==> config.mk <==
export PLATFORM = sky130hd
export DESIGN_NAME = scl_rate_div
export DESIGN_NICKNAME = d
export VERILOG_FILES = /design/src/rtl/scl_div_pkg.sv /design/src/rtl/scl_div_stage.sv /design/src/rtl/scl_div_phase.sv /design/src/rtl/scl_rate_div.sv
export SDC_FILE = /design/constraint.sdc
export NUM_CORES = 1
export LEC_CHECK = 0
export ABC_AREA = 1
export CORE_ASPECT_RATIO = 0.7
export CORE_MARGIN = 1.5
export CORE_UTILIZATION = 40
export CTS_CLUSTER_DIAMETER = 30
export DETAILED_ROUTE_END_ITERATION = 12
export DONT_BUFFER_PORTS = 1
export PLACE_DENSITY_LB_ADDON = 0.12
export SKIP_LAST_GASP = 1
export SYNTH_ARGS = -nofsm -noshare
export SYNTH_HDL_FRONTEND = slang
export SYNTH_SLANG_ARGS = --single-unit
==> constraint.sdc <==
create_clock -name clk_i -period 1.65 [get_ports clk_i]
set_clock_uncertainty 0.15 [all_clocks]
set_input_delay 0.2475 -clock clk_i [delete_from_list [all_inputs] [get_ports clk_i]]
set_output_delay 0.2475 -clock clk_i [all_outputs]
set_load 0.05 [all_outputs]
==> src/rtl/scl_div_pkg.sv <==
package scl_div_pkg;
  localparam int CTRL_W   = 16;
  localparam int DIVA_W   = 2;
  localparam int DIVA_LSB = 14;
  localparam int DIVB_W   = 6;
  localparam int DIVB_LSB = 8;
  localparam int PHASES   = 22;
  localparam int HALF     = PHASES / 2;
endpackage

==> src/rtl/scl_div_stage.sv <==
module scl_div_stage #(
  parameter int W = 2
) (
  input  logic         clk_i,
  input  logic         rst_ni,
  input  logic         clr_i,
  input  logic         step_i,
  input  logic [W-1:0] limit_i,
  output logic         hit_o
);
  logic [W-1:0] cnt_q;

  assign hit_o = step_i && (cnt_q == limit_i);

  always_ff @(posedge clk_i or negedge rst_ni) begin
    if (!rst_ni)      cnt_q <= '0;
    else if (clr_i)   cnt_q <= '0;
    else if (step_i)  cnt_q <= hit_o ? '0 : cnt_q + 1'b1;
  end
endmodule

==> src/rtl/scl_div_phase.sv <==
module scl_div_phase #(
  parameter int PHASES = 22,
  localparam int PW = $clog2(PHASES)
) (
  input  logic          clk_i,
  input  logic          rst_ni,
  input  logic          clr_i,
  input  logic          step_i,
  output logic [PW-1:0] ph_o,
  output logic          wrap_o
);
  logic [PW-1:0] ph_q;

  assign wrap_o = step_i && (ph_q == PW'(PHASES - 1));
  assign ph_o   = ph_q;

  always_ff @(posedge clk_i or negedge rst_ni) begin
    if (!rst_ni)      ph_q <= '0;
    else if (clr_i)   ph_q <= '0;
    else if (step_i)  ph_q <= wrap_o ? '0 : ph_q + 1'b1;
  end
endmodule

==> src/rtl/scl_rate_div.sv <==
module scl_rate_div
  import scl_div_pkg::*;
#(
  parameter int CW     = CTRL_W,
  parameter int AW     = DIVA_W,
  parameter int A_LSB  = DIVA_LSB,
  parameter int BW     = DIVB_W,
  parameter int B_LSB  = DIVB_LSB,
  parameter int NPH    = PHASES,
  localparam int NHALF = NPH / 2,
  localparam int PW    = $clog2(NPH)
) (
  input  logic          clk_i,
  input  logic          rst_ni,
  input  logic          en_i,
  input  logic [CW-1:0] ctrl_i,
  output logic          tick_o,
  output logic          scl_o
);
  logic [AW-1:0] div_a_q;
  logic [BW-1:0] div_b_q;
  logic          hit_a, hit_b, wrap;
  logic [PW-1:0] ph;
  logic          tick_q, run_q;

  scl_div_stage #(.W(AW)) u_stage_a (
    .clk_i, .rst_ni, .clr_i(!en_i), .step_i(en_i),
    .limit_i(div_a_q), .hit_o(hit_a)
  );

  scl_div_stage #(.W(BW)) u_stage_b (
    .clk_i, .rst_ni, .clr_i(!en_i), .step_i(hit_a),
    .limit_i(div_b_q), .hit_o(hit_b)
  );

  scl_div_phase #(.PHASES(NPH)) u_phase (
    .clk_i, .rst_ni, .clr_i(!en_i), .step_i(hit_b),
    .ph_o(ph), .wrap_o(wrap)
  );

  // shadow divisors: follow the field while idle, reload only at period end
  always_ff @(posedge clk_i or negedge rst_ni) begin
    if (!rst_ni) begin
      div_a_q <= '0;
      div_b_q <= '0;
    end else if (!en_i || wrap) begin
      div_a_q <= ctrl_i[A_LSB +: AW];
      div_b_q <= ctrl_i[B_LSB +: BW];
    end
  end

  always_ff @(posedge clk_i or negedge rst_ni) begin
    if (!rst_ni) begin
      tick_q <= 1'b0;
      run_q  <= 1'b0;
    end else begin
      tick_q <= hit_b;
      run_q  <= en_i;
    end
  end

  assign tick_o = tick_q;
  assign scl_o  = !run_q || (ph >= PW'(NHALF));
endmodule

* Yosys cells after proc, flatten, opt, wreduce, memory -nomap -nowiden
Cells that the tools add are included.
** Cells by class
- $add $sub $neg :: 3
- Multipliers :: 0
- Divide/modulo/power cells :: 0
- $lt $le $gt $ge :: 1
- Equal/unequal tests :: 5
- Shift-type cells :: 0
- Muxes and demuxes :: 8
- Bitwise operators :: 0
- Reduce and logical (&&, ||, !) cells :: 7
** Operators with widths (number)
- 6-bit two-way mux :: 3
- 5-bit two-way mux :: 3
- 6-bit by 1-bit adder with 6-bit output (second input constant) :: 1
- 6-bit == test :: 1
- 5-bit by 1-bit adder with 5-bit output (second input constant) :: 1
- 5-bit == test (second input constant) :: 1
- 5-bit by 4-bit >= comparator with 1-bit output (second input constant) :: 1
- 2-bit two-way mux :: 2
- 2-bit by 1-bit inequality test with 1-bit output (second input constant) :: 2
- 1-bit logical AND :: 3
- 2-bit by 1-bit adder with 2-bit output (second input constant) :: 1
- 2-bit == test :: 1
- 1-bit zero test :: 2
- 1-bit logical OR :: 2
** Word-level totals
- Bits in registers :: 23
- Bits in latches :: 0
- Bits in writable memories :: 0
- Bits in read-only memories :: 0
- Bits of input ports :: 19
- Output and inout port bits :: 2
- Word-level logic and storage cells :: 31
- Memories :: 0

* Logic depth before layout (Yosys ltp)
- Depth after elaboration :: 7
- Gate-level depth with buffers :: 10
- Depth with buffers taken out :: 10

* Cells and area by module
Synthesis repeated with hierarchy kept, for this count alone.
** Second synthesis, totals
- Cell total of the unflattened synthesis :: 190
- Area, all modules :: 1323.8 sq um
** By module, submodules not included
- scl_div_stage (u_stage_b) :: times used 1, cells an instance 78, area an instance 459.2 sq um, seq. area each 150.1 sq um
- scl_rate_div :: times used 1, cells an instance 45, area an instance 389.1 sq um, seq. area each 250.2 sq um
- scl_div_phase :: times used 1, cells an instance 46, area an instance 339.1 sq um, seq. area each 125.1 sq um
- scl_div_stage (u_stage_a) :: times used 1, cells an instance 21, area an instance 136.4 sq um, seq. area each 50.0 sq um

* Least setup slack after synthesis
No wires, ideal clock.
- Kind :: register -> output
- From :: reg u_phase.ph_q[0], in the netlist u_phase.ph_o[0]
- To :: out scl_o
- Arrival time :: 1.742 ns
- Required time :: 1.252 ns
- Setup slack :: -0.490 ns
- Stages on the path, launching flop included :: 4
- Path buffers :: 0
- Path through :: dfrtp_1 -> ha_1 -> a21oi_1 -> o21ai_0
** Between the ends
- Cells in the longest elaborated chain, start to end :: 2
** RTL lines
- start, declared :: RTL line scl_div_phase.sv:12 : logic [PW-1:0] ph_q;
- start signal, assigned :: RTL line scl_div_phase.sv:20 : else if (step_i) ph_q <= wrap_o ? '0 : ph_q + 1'b1;
- 5-bit by 4-bit >= comparator with 1-bit output :: RTL line scl_rate_div.sv:63 : assign scl_o = !run_q || (ph >= PW'(NHALF));
- 1-bit logical OR :: RTL line scl_rate_div.sv:63
- end, declared :: RTL line scl_rate_div.sv:18 : output logic scl_o
Every way passes these cells.

* Final worst setup path
Ends and elaborated chain as after synthesis.

==> results.yml <==
detailed_routing:
  drtAntennaViolNets: 0
  wl_per_cell_um: 12.8
  m1WireLength_um: 1670
  drt-total-wl_um: 3330
  drt-initial-drc-count: 34
  first_pass_iters: 4
  vias_per_cell: 4.82
  route.detailed.drc: 0
  route.met3.wl_um: 171
  highest_layer: "met4"
  dr_wl_met2_um: 1450
  vias: 1249
power:
  p_int_uw: 962
  seq_power_share: 0.467
  comb_power_share: 0.305
  p_per_area_nw_per_um2: 837
  leakage_uw: 0.000931
  switching_share: 0.358
  vdd_drop_max_mv: 0.438
  clkPwrFrac: 0.227
  power_switching_uw: 536
cells_and_area:
  fillers: 301
  nets: 235
  area_growth_pct: 28.5
  seq_area_um2: 582
  multi_input_area_um2: 801
  drive_above_1_share: 0.236
  diodes: 0
  finish.utilization: 0.553
run:
  cap_violations: 0
cts:
  cts_tree: "yes"
  clk_pin_slew_worst_paths_ps: 80
  clockBufferDepth: 2
  clk_latency_ps: 260
  cts_sinks: 23
  cts_root_buf: "clkbuf_8"
  cts-buffers-inserted: 3
  cts_max_level: 1
placed_design:
  io_buffer_count: 0
  preCtsSetupSlack_ps: 29.8
  hpwl_um: 2300
  globalplace.congestion: 0.882
setup_path:
  critical_path.cell_chain: "ha_4 -> a21oi_2 -> o21ai_2 -> buf_12"
  start_kind: "flip-flop"
  max_stage_delay_ps: 460
  crit_type: "reg -> out"
  cp.required_ps: 1250
  path_max_fanout: 5
  cp-end-kind: "output port"
  worst_path_max_delay_cell: "dfrtp_2"
  worstPathArrival_ps: 1240
sta:
  rsz0062_at_grt: "yes"
  finalSetupViolCount: 0
  fmax_mhz: 612
  hold_viol: 0
  min_period_over_period: 0.991
  worstMarginPinSlew_ps: 1040
  slew_viol_final: 0
  period_minus_slack_ps: 1630
  setup_slack_ps: 15.2
  max-slew-margin-rel: 0.309
floorplanning:
  initial_core_util: 0.431
  core_area_um2: 3230
  io_pins: 21
  row_count: 17
  die_w_um: 73.5
  die_y_um: 52.4
  die_area_um2: 3850
outcome:
  status: "finished clean"
synthesis:
  yosysTopAreaCellShare: 0.413
  yosysUniqueCellTypes: 22
  yosys.area.top_type: "dfrtp_1"
  synth_seq_cells: 23
  ys_seq_area_frac: 0.413
  synth_area_um2: 1390
  yosysWarnings: 0
  syn_nets: 210
  synthCells: 188
  synthTopCellsByArea: "dfrtp_1 41%, nand2_1 17%, nand3_1 7.9%"
  avgSynthCellArea_um2: 7.41
global_route:
  grt_pass1_vias: 1189
  grt_remaining_overflow: 0
  grt_antenna_before_repair: 0
  grt_pass1_wl_um: 5430
  track_usage: 0.190
  grt_start_max_net_pins: 24
min_path:
  hold_path_class: "in -> reg"
## timing repair
item,4_1_cts,5_1_grt
hold buffers,10,1
buffers inserted,3,3
pin swaps,2,7
endpoints found under the hold margin,39,2
cloned,0,1
endpoints found under the setup margin,1,15
gates resized for setup,5,18
## cells in the mapped netlist (all sizes together)
cell type / number
a21oi: 3
dfrtp: 23
clkinv: 1
ha: 3
nor2: 17
o21ai: 1
xnor2: 2
nand3: 23
buf: 2
inv: 26
nand2: 69
nor3: 2
xor2: 6
nand4: 10
## worst max-delay path, delay by kind of cell (launching register included)
kind	cells	cell delay, ps
AO/OA/AOI/OAI	2	190
buffers and inverters	1	150
flip-flops	1	460
adder cells (fa/ha/maj)	1	180
## cells by family (layout without fill, tap and decap cells)
family          Yosys count  count (layout)  synth area share
fa+ha+maj                 3               3            0.0270
xor+xnor                  8               8            0.0503
buf+inv                  29              52            0.0809
flops                    23              23             0.413
compound gates            4               4            0.0144
simple gates            121             122             0.414
## routing by layer
layer	GRT usage	vias to the layer above
li1	-	640
met1	0.274	577
met2	0.282	28
met3	0.0500	4
met4	0.0494	0
met5	0	-
## path summary, 6_finish.rpt
check,endpoint,cells after the start,start,slack (ps)
hold / removal,div_b_q[1]$_DFFE_PN0P_,3,en_i,10
min in group asynchronous,div_b_q[2]$_DFFE_PN0P_,1,rst_ni,80
hold reg to reg,u_stage_a.cnt_q[0]$_DFF_PN0_,1,u_stage_a.cnt_q[0]$_DFF_PN0_,340
setup / recovery,scl_o,4,u_phase.ph_o[0]$_DFFE_PN0P_,20
max in group asynchronous,div_a_q[1]$_DFFE_PN0P_,1,rst_ni,560
setup reg to reg,div_a_q[1]$_DFFE_PN0P_,7,div_a_q[1]$_DFFE_PN0P_,70
## metrics by stage
| stage | cells | TNS, ps | total power (µW) | hold slack, ps | instance area [µm²] |
|---|---|---|---|---|---|
| 2_1_floorplan | 188 | 0 | 979 | -198 | 1400 |
| 3_3_place_gp | 239 | 0 | 1050 | -198 | 1500 |
| 3_5_place_dp | 239 | 0 | 1060 | -198 | 1500 |
| 4_1_cts | 254 | 0 | 1450 | 36.7 | 1670 |
| 5_1_grt | 259 | -318 | 1610 | 11.2 | 1790 |
| 6_report | 259 | 0 | 1500 | 13.4 | 1790 |
## layout make-up
cell class | instances | share of cell area
Clock inverter | 1 | 0.00280
Clock buffer | 3 | 0.0231
Timing Repair Buffer | 21 | 0.112
Multi-Input combinational cell | 137 | 0.448
Inverter | 27 | 0.0566
Tap cell | 47 | 0.0329
Sequential cell | 23 | 0.325
## placed cells by master, fill, tap and decap left out, drive strengths merged
master and count:
inv 26, a21oi 3, nor3 2, ha 3
nand2 70, xnor2 2, clkbuf 3, nor2 17
clkinv 2, nand4 10, dfrtp 23, xor2 6
buf 10, dlygate4sd3 10, dlymetal6s4s 1, o21ai 1
nand3 23
## power by group through the flow
stage / clock network (µW) / registers, µW / logic [µW]
floorplan: 0 / 688 / 291
global placement: 0 / 697 / 352
detailed placement: 0 / 699 / 361
CTS: 358 / 689 / 407
global route: 390 / 708 / 515
finish: 340 / 699 / 457
## registers in the layout, indices dropped and copies added (netlist names)
signal	count
div_b_q	6
u_phase.ph_o	5
u_stage_a.cnt_q	2
tick_o	1
run_q	1
div_a_q	2
u_stage_b.cnt_q	6
(Power assumes the default switching activity.)
